### config.mk
export PLATFORM = sky130hd
export DESIGN_NAME = fp_imm_unit
export DESIGN_NICKNAME = d
export VERILOG_FILES = /design/src/rtl/fpimm_pkg.sv /design/src/rtl/fpimm_decode.sv /design/src/rtl/fpimm_narrow.sv /design/src/rtl/fpimm_widen.sv /design/src/rtl/fp_imm_unit.sv
export SDC_FILE = /design/constraint.sdc
export NUM_CORES = 1
export LEC_CHECK = 0
export BUFFER_PORTS_ARGS = -buffer_cell sky130_fd_sc_hd__buf_2
export CAP_MARGIN = 30
export CORE_MARGIN = 1.5
export CORE_UTILIZATION = 23
export CTS_CLUSTER_SIZE = 40
export DETAILED_ROUTE_END_ITERATION = 12
export GPL_TIMING_DRIVEN = 0
export PLACE_DENSITY_LB_ADDON = 0.08
export SYNTH_ARGS = -nofsm -noshare
export SYNTH_HDL_FRONTEND = slang
export SYNTH_HIERARCHICAL = 1
export SYNTH_SLANG_ARGS = --single-unit
export TNS_END_PERCENT = 5
### constraint.sdc
create_clock -name clk -period 1 [get_ports clk]
set_clock_uncertainty 0.15 [all_clocks]
set_input_delay 0.05 -clock clk [delete_from_list [all_inputs] [get_ports clk]]
set_output_delay 0.05 -clock clk [all_outputs]
set_load 0.01 [all_outputs]
### src/rtl/fpimm_pkg.sv
package fpimm_pkg;
  localparam int INSN_W     = 32;
  localparam int REG_W      = 5;
  localparam int IMM_W      = 16;
  localparam int SP_W       = 32;
  localparam int DP_W       = 64;
  localparam int SP_EXP_W   = 8;
  localparam int SP_FRAC_W  = 23;
  localparam int DP_EXP_W   = 11;
  localparam int DP_FRAC_W  = 52;
  localparam int FRAC_PAD   = DP_FRAC_W - SP_FRAC_W;
  localparam int BIAS_DIFF  = 896;
  localparam int DENORM_LO  = BIAS_DIFF - SP_FRAC_W + 1;
  localparam int LZ_W       = 5;

  typedef enum logic [1:0] {OP_NONE, OP_SET, OP_FILL} op_e;

  typedef struct packed {
    op_e              op;
    logic [REG_W-1:0] tgt;
    logic [IMM_W-1:0] imm;
  } dec_t;
endpackage

### src/rtl/fpimm_decode.sv
module fpimm_decode
  import fpimm_pkg::*;
#(
  parameter logic [5:0] PRI_OP  = 6'd22,
  parameter logic [4:0] XO_MOVE = 5'd24,
  parameter logic [4:0] XO_HALF = 5'd26
) (
  input  logic [INSN_W-1:0] insn,
  output dec_t              dec
);
  logic [5:0] po;
  logic [4:0] xo;

  always_comb begin
    po      = insn[31:26];
    xo      = insn[5:1];
    dec.tgt = insn[25:21];
    dec.imm = {insn[15:6], insn[20:16], insn[0]};
    if (po != PRI_OP)       dec.op = OP_NONE;
    else if (xo == XO_MOVE) dec.op = OP_SET;
    else if (xo == XO_HALF) dec.op = OP_FILL;
    else                    dec.op = OP_NONE;
  end
endmodule

### src/rtl/fpimm_narrow.sv
module fpimm_narrow
  import fpimm_pkg::*;
(
  input  logic [DP_W-1:0] dp,
  output logic [SP_W-1:0] sp
);
  logic [DP_EXP_W-1:0]  ex;
  logic [DP_EXP_W-1:0]  sh;
  logic [SP_FRAC_W:0]   sig;

  always_comb begin
    ex  = dp[62:52];
    sh  = DP_EXP_W'(BIAS_DIFF + 1) - ex;
    sig = {1'b1, dp[51:FRAC_PAD]} >> sh;
    if (ex >= DP_EXP_W'(DENORM_LO) && ex <= DP_EXP_W'(BIAS_DIFF))
      sp = {dp[63], {SP_EXP_W{1'b0}}, sig[SP_FRAC_W-1:0]};
    else
      sp = {dp[63], dp[62], dp[58:52], dp[51:FRAC_PAD]};
  end
endmodule

### src/rtl/fpimm_widen.sv
module fpimm_widen
  import fpimm_pkg::*;
(
  input  logic [SP_W-1:0] sp,
  output logic [DP_W-1:0] dp
);
  logic [SP_EXP_W-1:0]  e;
  logic [SP_FRAC_W-1:0] f;
  logic [SP_FRAC_W-1:0] fn;
  logic [LZ_W-1:0]      lz;
  logic                 seen;

  always_comb begin
    e    = sp[30:23];
    f    = sp[22:0];
    lz   = '0;
    seen = 1'b0;
    for (int i = SP_FRAC_W - 1; i >= 0; i--) begin
      if (!seen && f[i]) begin
        lz   = LZ_W'(SP_FRAC_W - 1 - i);
        seen = 1'b1;
      end
    end
    fn = f << (lz + LZ_W'(1));
    if (e == '1)
      dp = {sp[31], {DP_EXP_W{1'b1}}, f, {FRAC_PAD{1'b0}}};
    else if (e == '0 && f == '0)
      dp = {sp[31], {(DP_W-1){1'b0}}};
    else if (e == '0)
      dp = {sp[31], DP_EXP_W'(BIAS_DIFF) - DP_EXP_W'(lz), fn, {FRAC_PAD{1'b0}}};
    else
      dp = {sp[31], DP_EXP_W'(e) + DP_EXP_W'(BIAS_DIFF), f, {FRAC_PAD{1'b0}}};
  end
endmodule

### src/rtl/fp_imm_unit.sv
module fp_imm_unit
  import fpimm_pkg::*;
#(
  parameter logic [5:0] PRI_OP  = 6'd22,
  parameter logic [4:0] XO_MOVE = 5'd24,
  parameter logic [4:0] XO_HALF = 5'd26
) (
  input  logic              clk,
  input  logic              rst_n,
  input  logic              in_valid,
  input  logic [INSN_W-1:0] in_insn,
  output logic [REG_W-1:0]  rf_rd_idx,
  input  logic [DP_W-1:0]   rf_rd_data,
  output logic              wr_en,
  output logic [REG_W-1:0]  wr_idx,
  output logic [DP_W-1:0]   wr_data
);
  dec_t             dec;
  logic [SP_W-1:0]  sp_cur;
  logic [SP_W-1:0]  sp_new;
  logic [DP_W-1:0]  dp_new;
  logic             accept;
  logic             wr_en_d;
  logic [REG_W-1:0] wr_idx_d;
  logic [DP_W-1:0]  wr_data_d;

  fpimm_decode #(.PRI_OP(PRI_OP), .XO_MOVE(XO_MOVE), .XO_HALF(XO_HALF)) u_dec (
    .insn (in_insn),
    .dec  (dec)
  );

  fpimm_narrow u_nar (.dp(rf_rd_data), .sp(sp_cur));
  fpimm_widen  u_wid (.sp(sp_new),     .dp(dp_new));

  assign rf_rd_idx = dec.tgt;

  always_comb begin
    if (dec.op == OP_SET) sp_new = {dec.imm, {(SP_W-IMM_W){1'b0}}};
    else                  sp_new = {sp_cur[SP_W-1:IMM_W], dec.imm};
    accept    = in_valid && (dec.op != OP_NONE);
    wr_en_d   = accept;
    wr_idx_d  = accept ? dec.tgt : wr_idx;
    wr_data_d = accept ? dp_new  : wr_data;
  end

  always_ff @(posedge clk or negedge rst_n) begin
    if (!rst_n) begin
      wr_en   <= 1'b0;
      wr_idx  <= '0;
      wr_data <= '0;
    end else begin
      wr_en   <= wr_en_d;
      wr_idx  <= wr_idx_d;
      wr_data <= wr_data_d;
    end
  end
endmodule

==> impl_metrics.ini, run 1 <==
[outcome]
status = finished with violations
violations = negative setup slack

[global_routing]
grt_overflow = 0
grt_pass1_vias = 5627
antenna_found_initial = 0
grt_use_met1_pct = 19.71
grt_pass1_wl_mm = 32.23
track_usage_pct = 15.90
met2_usage_pct = 26.64
grt_max_degree = 69
gr-usage-met3_pct = 3.809
gr-max-usage-layer = met2

[critical_path]
endpoint_kind = flop
crit_path_max_fanout = 7
cpMaxStageDelayCell = or4_4
worstPathArrival_ns = 4.98
crit_top_cell = buf_6
required_ns = 1.08
reg2reg_setup_slack_ns = 0.03
criticalPathCategory = in -> reg
path_cells = buf_12 > inv_8 > ha_4 > nand4bb_1 > o21ai_1 > o2111ai_2 > buf_6 > buf_6 > nand2_4 > o41ai_4 > mux2_4 > or4_4 > or4_4 > a31oi_4 > a211oi_2 > buf_6 > buf_8 > ha_4 > inv_12 > mux4_2 > mux4_2 > a22o_1 > mux2_4
critPathLaunchType = input pin
regToRegEndpoint = wr_data[30]
critPathMaxStageDelay_ns = 0.58
rr_worst_depth = 1
reg2reg_from = wr_data[30]

[run]
max_cap_violations = 0

[layout]
final_nets = 904
drive_above_1_share_pct = 54.16
fin_util_pct = 34.06
final_cell_count_no_fill = 1135
num-fill-cells = 2585
area_growth_pct = 45.12
diodes = 0

[synthesis]
syn_avg_cell_area_um2 = 9.562
synth_area_um2 = 5909
syn_inst = 618
yosysWarnings = 6

[sta]
fmax_ghz = 0.2039
min_period_ns = 4.903
drv_slew = 0
setup_viol = 140
post-route-period-util_pct = 490.3
final.setup.tns_ns = -127.58
rsz0062_at_grt = yes
worstMarginPinSlew_ns = 1.071
hold_slack_ns = 0.02772
setup_ws_ns = -3.903
hold_viol_final = 0
slew_headroom_pct = 28.60

[worst_hold_path]
holdCritStartpoint = rf_rd_data[63]
hp-class = in -> reg
whs_path_depth = 4
hold-path-endpoint = wr_data[63]

[clock_tree]
cts_root_buf = clkbuf_16
cts_buffer_depth = 2
insertion_delay_ns = 0.34
cts.sinks = 70
cts_tree = yes
cts_buffers = 9
clk_pin_slew_ns = 0.06
h-tree-depth = 3

[die]
die_h_um = 163.3
dieArea_um2 = 26660
fp.dieW_um = 163.3
boundaryPins = 174
rows = 58
initial_core_util_pct = 23.47
core_um2 = 25180

[drt]
first_pass_iters = 5
wire_per_inst_um = 18.41
drt_iter0_markers = 269
routed_wl_mm = 20.90
drcViolationCount = 0
vias_per_cell = 4.851
routed-via-count = 5506
ant_nets = 0

[placement]
dp_cells = 1084
port_buffers = 105
hpwl_mm = 15.34
place.gp.congestion = 0.8977

[power]
ir_drop_uv = 759.0
p_sw_share_pct = 30.79
seqPwrFrac_pct = 30.6
intPower_uw = 6559
comb_power_share_pct = 31.8
p_leak_uw = 0.004153
power.density_nw_per_um2 = 1105
clock_power_share_pct = 37.6
p_sw_uw = 2917
==> routing by layer <==
layer | vias to the layer above | share of wire [%]
met1 | 2706 | 42
met4 | 0 | 2.0
met3 | 32 | 7.7
li1 | 2532 | -
met2 | 236 | 48
met5 | - | 0
==> layout by cell type (no fill, tap or decap), types with 4 or more instances in the layout <==
| cell type | n |
|---|---|
| a211oi_2 | 5 |
| a21o_1 | 4 |
| a21oi_1 | 18 |
| a21oi_2 | 5 |
| a32o_1 | 4 |
| and2_1 | 17 |
| and2_2 | 7 |
| buf_12 | 8 |
| buf_2 | 89 |
| buf_4 | 86 |
| buf_6 | 38 |
| clkbuf_1 | 11 |
| clkbuf_16 | 9 |
| conb_1 | 29 |
| dfrtp_1 | 70 |
| dlygate4sd3_1 | 7 |
| ha_4 | 5 |
| inv_1 | 11 |
| mux2_1 | 4 |
| mux2_2 | 73 |
| mux2_4 | 14 |
| mux2i_1 | 12 |
| mux4_2 | 16 |
| nand2_1 | 46 |
| nand3_1 | 8 |
| nor2_1 | 32 |
| nor2b_1 | 4 |
| nor3_1 | 8 |
| nor4_1 | 5 |
| o21ai_0 | 8 |
| o21ai_1 | 16 |
| o31ai_1 | 7 |
| or4_4 | 4 |
==> worst max-delay path: cells and delay by family <==
kind	cells	cell delay [ns]
multiplexers	4	1.59
AND/OR/NAND/NOR	4	1.18
buffers and inverters	7	0.83
AO/OA/AOI/OAI	6	0.90
adder cells (fa/ha/maj)	2	0.41
==> final cells by class <==
class                           count  area [um2]  area share (%)
Sequential cell                    70        1752           20.43
Buffer                            100       795.8           9.279
Clock inverter                      7       103.9           1.211
Multi-Input combinational cell    455        4098           47.78
Clock buffer                        9       225.2           2.626
Tap cell                          330       412.9           4.815
Timing Repair inverter              1       8.758          0.1021
Timing Repair Buffer              147        1092           12.74
Inverter                           16       87.58           1.021
==> flip-flops by register name, summed over array words and instances, names as in the netlist <==
register  flops
wr_data      64
wr_idx        5
wr_en         1
==> timing repair <==
action / CTS / global route
hold buffers: 7 / 0
resized for setup: 115 / 60
cloned: 2 / 0
setup endpoints to repair: 140 / 140
pin swaps: 30 / 16
hold endpoints to repair: 75 / 0
setup buffers: 22 / 10
==> through the flow <==
step,worst slack (ns),cell area [um2],power (uW)
6_report,-3.903,8576,9476
5_1_grt,-4.039,8576,9906
4_1_cts,-3.845,8212,9326
3_5_place_dp,-5.068,7142,5213
3_3_place_gp,-5.523,7102,5219
2_1_floorplan,-4.126,6163,4521
==> power groups by stage <==
stage | registers [uW] | logic, uW | clock network, uW
2_1_floorplan | 2970 | 1550 | 0
3_3_place_gp | 2950 | 2270 | 0
5_1_grt | 2900 | 3190 | 3810
3_5_place_dp | 2950 | 2260 | 0
6_report | 2900 | 3010 | 3560
4_1_cts | 2900 | 2740 | 3690
==> how the worst max path moves through the flow <==
stage	start	endpoint	slack, ns	cells past startpoint
global route	rf_rd_data[53]	wr_data[43]	-4.04	23
floorplan	rf_rd_data[54]	wr_data[43]	-4.13	24
global placement	rf_rd_data[54]	wr_data[51]	-5.52	21
finish	rf_rd_data[53]	wr_data[43]	-3.90	23
detailed placement	rf_rd_data[54]	wr_data[48]	-5.07	23
CTS	rf_rd_data[54]	wr_data[43]	-3.85	24
(Power assumes the default switching activity.)
==> run 2, diff against run 1 <==
--- a/config.mk
+++ b/config.mk
@@ -13,6 +13,7 @@
 export DETAILED_ROUTE_END_ITERATION = 12
 export GPL_TIMING_DRIVEN = 0
 export PLACE_DENSITY_LB_ADDON = 0.08
+export SETUP_SLACK_MARGIN = 0.1
 export SYNTH_ARGS = -nofsm -noshare
 export SYNTH_HDL_FRONTEND = slang
 export SYNTH_HIERARCHICAL = 1
==> run 2 against run 1 <==
The run still ends with negative setup slack left. Clock power is essentially flat. Worst setup slack lost 0.035 ns. Worst hold slack is essentially flat. Sequential power is essentially flat. Critical path depth grew 3. Utilization shrank 0.15 points. Die area is the same. Clock-buffer cell count is the same. Design area shrank 0.45%. Routed wire length shrank 0.44%. Largest cell class unchanged.
==> impl_metrics.ini, run 2 (synthesis results as in run 1) <==
[critical_path]
worstPathArrival_ns = 5.02
regToRegEndpoint = wr_data[30]
criticalPathCategory = in -> reg
crit_path_max_fanout = 7
startpoint = rf_rd_data[53]
reg2reg_from = wr_data[30]
critPathMaxStageDelay_ns = 0.55
reg2reg_setup_slack_ns = 0.03
cpMaxStageDelayCell = mux4_2
rr_worst_depth = 1
crit_top_cell = buf_6
endpoint_kind = flop
required_ns = 1.08
critPathLaunchType = input pin

[sta]
slew_headroom_pct = 34.47
post-route-period-util_pct = 493.8
drv_slew = 0
min_period_ns = 4.938
hold_viol_final = 0
worstMarginPinSlew_ns = 0.9830
rsz0062_at_grt = yes
fmax_ghz = 0.2025
hold_slack_ns = 0.02795
setup_ws_ns = -3.938
setup_viol = 140

[drt]
ant_nets = 0
drt_iter0_markers = 282
vias_per_cell = 4.792
routed-via-count = 5449
drcViolationCount = 0
wire_per_inst_um = 18.30
routed_wl_mm = 20.80
first_pass_iters = 4

[global_routing]
met2_usage_pct = 26.71
track_usage_pct = 15.86
gr-usage-met3_pct = 3.377
grt_pass1_wl_mm = 32.15
grt_overflow = 0
grt_use_met1_pct = 19.87
gr-max-usage-layer = met2
grt_pass1_vias = 5609
grt_max_degree = 69
antenna_found_initial = 0

[power]
p_sw_uw = 2887
comb_power_share_pct = 31.5
intPower_uw = 6555
clock_power_share_pct = 37.8
ir_drop_uv = 746.0
seqPwrFrac_pct = 30.7
p_leak_uw = 0.004144
power.density_nw_per_um2 = 1106
p_sw_share_pct = 30.57

[layout]
final_nets = 906
layout_common_cells = buf_2 (89), buf_4 (84), mux2_2 (73), dfrtp_1 (70), nand2_1 (45)
largest_register = wr_data
final_cell_count_no_fill = 1137
final_common_cell = buf_2
num-fill-cells = 2586
largest_register_ff_count = 64
largest_registers = wr_data (64), wr_idx (5), wr_en (1)
fin_area_um2 = 8537
diodes = 0
drive_above_1_share_pct = 53.78
area_growth_pct = 44.46

[die]
dieArea_um2 = 26660
die_h_um = 163.3
initial_core_util_pct = 23.47
core_um2 = 25180
boundaryPins = 174
rows = 58
fp.dieW_um = 163.3

[placement]
port_buffers = 105
dp_cells = 1084
postPlaceCellArea_um2 = 7142
place.gp.congestion = 0.8977
hpwl_mm = 15.34

[run]
max_cap_violations = 0

[outcome]
violations = negative setup slack
status = finished with violations

[clock_tree]
cts_tree = yes
cts.sinks = 70
h-tree-depth = 3
insertion_delay_ns = 0.34
cts_buffer_depth = 2
clk_pin_slew_ns = 0.06
cts_root_buf = clkbuf_16
cts_buffers = 9

[worst_hold_path]
hp-class = in -> reg
holdCritStartpoint = rf_rd_data[63]
hold-path-endpoint = wr_data[63]
whs_path_depth = 4
## run 2: changes by cell type in the layout (fill, tap and decap cells not counted), moves of 3 or more
cell	delta
and2_1	+3
and2_2	-3
buf_6	+3
clkbuf_2	+4
nand2_2	+3
## run 2: per-layer routing
| metal | vias to the layer above | wire length (um) |
|---|---|---|
| met5 | - | 0 |
| met4 | 0 | 434 |
| met3 | 25 | 1343 |
| met2 | 188 | 10010 |
| met1 | 2704 | 9011 |
| li1 | 2532 | - |
## run 2: worst max-delay path by stage
stage | cells past startpoint | slack [ns] | end
after floorplan | 24 | -4.13 | wr_data[43]
after global placement | 21 | -5.52 | wr_data[51]
after detailed placement | 23 | -5.07 | wr_data[48]
after CTS | 25 | -3.93 | wr_data[43]
after global routing | 26 | -4.12 | wr_data[50]
final | 26 | -3.94 | wr_data[50]
## run 2: stage by stage
| step | worst slack, ns | setup TNS (ns) | util (%) | power, uW |
|---|---|---|---|---|
| 3_3_place_gp | -5.523 | -241.18 | 28.20 | 5219 |
| 3_5_place_dp | -5.068 | -182.43 | 28.36 | 5213 |
| 2_1_floorplan | -4.126 | -138.80 | - | 4521 |
| 4_1_cts | -3.925 | -131.23 | 32.77 | 9335 |
| 6_report | -3.938 | -128.09 | 33.90 | 9441 |
| 5_1_grt | -4.116 | -137.75 | 33.90 | 9867 |
## run 2: layout make-up
cell class / count / area, um2 / area share [%]
inverter: 16 / 87.58 / 1.026
clock inverter: 7 / 103.9 / 1.216
clock buffer: 9 / 225.2 / 2.638
multi-input combinational: 455 / 4038 / 47.30
timing repair buffer: 145 / 1091 / 12.78
timing repair inverter: 1 / 8.758 / 0.1026
buffer: 104 / 818.3 / 9.585
tap: 330 / 412.9 / 4.837
sequential: 70 / 1752 / 20.52
## run 2: worst max-delay path, delay by kind of cell
family | cells | cell delay [ns]
mux | 3 | 1.09
simple gates | 4 | 1.11
buf+inv | 9 | 1.12
fa+ha+maj | 2 | 0.41
compound gates | 8 | 1.21
## run 2: what timing repair did
action / in CTS / in global routing
hold buffers: 7 / 0
gates cloned: 2 / 0
setup buffers: 22 / 7
hold endpoints to repair: 75 / 0
pin swaps: 30 / 17
endpoints found under the setup margin: 140 / 142
resized for setup: 120 / 47
## run 2: power by group through the flow
| stage | Combinational (uW) | Clock (uW) | Sequential, uW |
|---|---|---|---|
| floorplan | 1550 | 0 | 2970 |
| global placement | 2270 | 0 | 2950 |
| detailed placement | 2260 | 0 | 2950 |
| CTS | 2750 | 3690 | 2900 |
| global route | 3160 | 3810 | 2900 |
| finish | 2980 | 3570 | 2900 |
==> run 3, diff against run 2 <==
--- a/config.mk
+++ b/config.mk
@@ -11,8 +11,7 @@
 export CORE_UTILIZATION = 23
 export CTS_CLUSTER_SIZE = 40
 export DETAILED_ROUTE_END_ITERATION = 12
-export GPL_TIMING_DRIVEN = 0
-export PLACE_DENSITY_LB_ADDON = 0.08
+export PLACE_DENSITY_LB_ADDON = 0.15
 export SETUP_SLACK_MARGIN = 0.1
 export SYNTH_ARGS = -nofsm -noshare
 export SYNTH_HDL_FRONTEND = slang
==> run 3 against run 2 <==
Die area stayed put. The flow finishes with violations (negative hold slack, negative setup slack). Largest power group unchanged. Worst setup slack better by 0.45 ns. Clock-buffer cell count is the same. Highest routed layer unchanged. Design area rose by 4.5%. Clock power decreased by 13%.
==> impl_metrics.ini, run 3 (synthesis results as in run 1) <==
[drt]
vias_per_cell = 4.718
drcViolationCount = 0
first_pass_iters = 5
drt_iter0_markers = 253
routed-via-count = 5685
wire_per_inst_um = 17.98
routed_wl_mm = 21.67
ant_nets = 0

[layout]
drive_above_1_share_pct = 57.71
layout_common_cells = buf_4 (165), buf_2 (100), mux2_2 (76), dfrtp_1 (70), nand2_1 (45)
num-fill-cells = 2546
area_growth_pct = 50.98
largest_register = wr_data
largest_register_ff_count = 64
final_common_cell = buf_4
largest_registers = wr_data (64), wr_idx (5), wr_en (1)
diodes = 0
regArea_um2 = 1752
multi_input_area_um2 = 3989
fin_area_um2 = 8922
final_nets = 974

[critical_path]
cp.depth = 20
reg2reg_from = wr_data[30]
worst-path-buf-inv = 4
required_ns = 1.09
rr_worst_depth = 1
cp_top_family = multiplexers
critPathMaxStageDelay_ns = 0.55
critPathLaunchType = input pin
critPathCapture = wr_data[43]
reg2reg_setup_slack_ns = 0.05
regToRegEndpoint = wr_data[30]
criticalPathCategory = in -> reg
startpoint = rf_rd_data[54]
crit_path_max_fanout = 8
cpMaxStageDelayCell = or4_4
path_cells = buf_8 > inv_8 > ha_4 > nand2b_4 > a21oi_2 > nor2_1 > o2111ai_2 > buf_6 > o21ai_2 > mux2_4 > or4_4 > or4_4 > a31oi_4 > a211oi_4 > ha_4 > inv_12 > mux4_2 > mux4_2 > a22o_1 > mux2_2
worstPathArrival_ns = 4.57
endpoint_kind = flop

[sta]
hold_viol_final = 1
min_period_ns = 4.485
drv_slew = 0
final.setup.tns_ns = -118.90
post-route-period-util_pct = 448.5
setup_viol = 140
rsz0062_at_grt = yes
setup_ws_ns = -3.485
hold_slack_ns = -0.07023
fmax_ghz = 0.2230
worstMarginPinSlew_ns = 0.7015
slew_headroom_pct = 52.02

[power]
p_sw_uw = 2923
comb_power_share_pct = 33.5
clock_power_share_pct = 34.4
intPower_uw = 6124
power.density_nw_per_um2 = 1014
p_sw_share_pct = 32.31
p_leak_uw = 0.004406
ir_drop_uv = 1146
seqPwrFrac_pct = 32.1

[placement]
port_buffers = 128
place.gp.congestion = 0.8750
hpwl_mm = 16.63
postPlaceCellArea_um2 = 7863

[clock_tree]
cts_tree = yes
cts_buffers = 9
cts_buffer_depth = 2
cts.sinks = 70
insertion_delay_ns = 0.34
h-tree-depth = 3
hold_buffers = 6
cts_root_buf = clkbuf_16
clk_pin_slew_ns = 0.07

[die]
core_um2 = 25180
fp.dieW_um = 163.3
dieArea_um2 = 26660
initial_core_util_pct = 23.47
die_h_um = 163.3
boundaryPins = 174
rows = 58

[outcome]
violations = negative hold slack, negative setup slack
status = finished with violations

[global_routing]
grt_pass1_vias = 6002
track_usage_pct = 16.67
grt_max_degree = 71
antenna_found_initial = 0
grt_pass1_wl_mm = 34.18
grt_overflow = 0

[run]
max_cap_violations = 0

[worst_hold_path]
hp-class = in -> reg
==> run 3: worst min-delay path by stage <==
stage	endpoint	depth (start not counted)	startpoint
detailed placement	wr_data[18]	2	rst_n
finish	wr_data[63]	3	rf_rd_data[63]
global route	wr_data[63]	3	rf_rd_data[63]
CTS	wr_data[63]	3	rf_rd_data[63]
global placement	wr_data[19]	2	rst_n
floorplan	wr_data[0]	0	rst_n
==> run 3: stage by stage <==
step                setup slack, ns  util, %  instances  total power (uW)
global placement             -4.037    31.22       1173              5604
global route                 -3.603    35.43       1205              9531
CTS                          -3.452    34.40       1203              9048
floorplan                    -4.126        -        646              4521
detailed placement           -4.044    31.22       1173              5589
finish                       -3.485    35.43       1205              9047
==> run 3: power groups by stage <==
| stage | Clock, uW | Combinational (uW) | Sequential [uW] |
|---|---|---|---|
| final | 3110 | 3030 | 2900 |
| after global routing | 3360 | 3260 | 2910 |
| after CTS | 3230 | 2920 | 2900 |
| after detailed placement | 0 | 2640 | 2950 |
| after global placement | 0 | 2650 | 2950 |
| after floorplan | 0 | 1550 | 2970 |
==> run 3: layout make-up <==
class,instances,area share [%]
Inverter,16,0.9255
Clock inverter,7,0.6451
Tap cell,330,4.628
Timing Repair Buffer,317,26.84
Multi-Input combinational cell,455,44.71
Clock buffer,9,2.524
Timing Repair inverter,1,0.09816
Sequential cell,70,19.63
==> run 3: repair_timing <==
item / CTS / global route
gates resized for setup: 79 / 51
endpoints found under the setup margin: 140 / 140
pin swaps: 24 / 14
cloned: 2 / 0
hold endpoints to repair: 76 / 1
setup buffers: 6 / 3
==> run 3: tightest hold or removal path: cells and delay by family <==
kind / cells / cell delay (ns)
buf+inv: 1 / 0.08
mux: 2 / 0.26
==> run 3: routing by layer <==
metal | wire, um | share of wire, % | global-route usage (%)
met5 | 0 | 0 | 0
met4 | 328 | 1.5 | 4.337
met3 | 1281 | 5.9 | 3.733
met2 | 10490 | 48 | 27.95
met1 | 9567 | 44 | 21.49
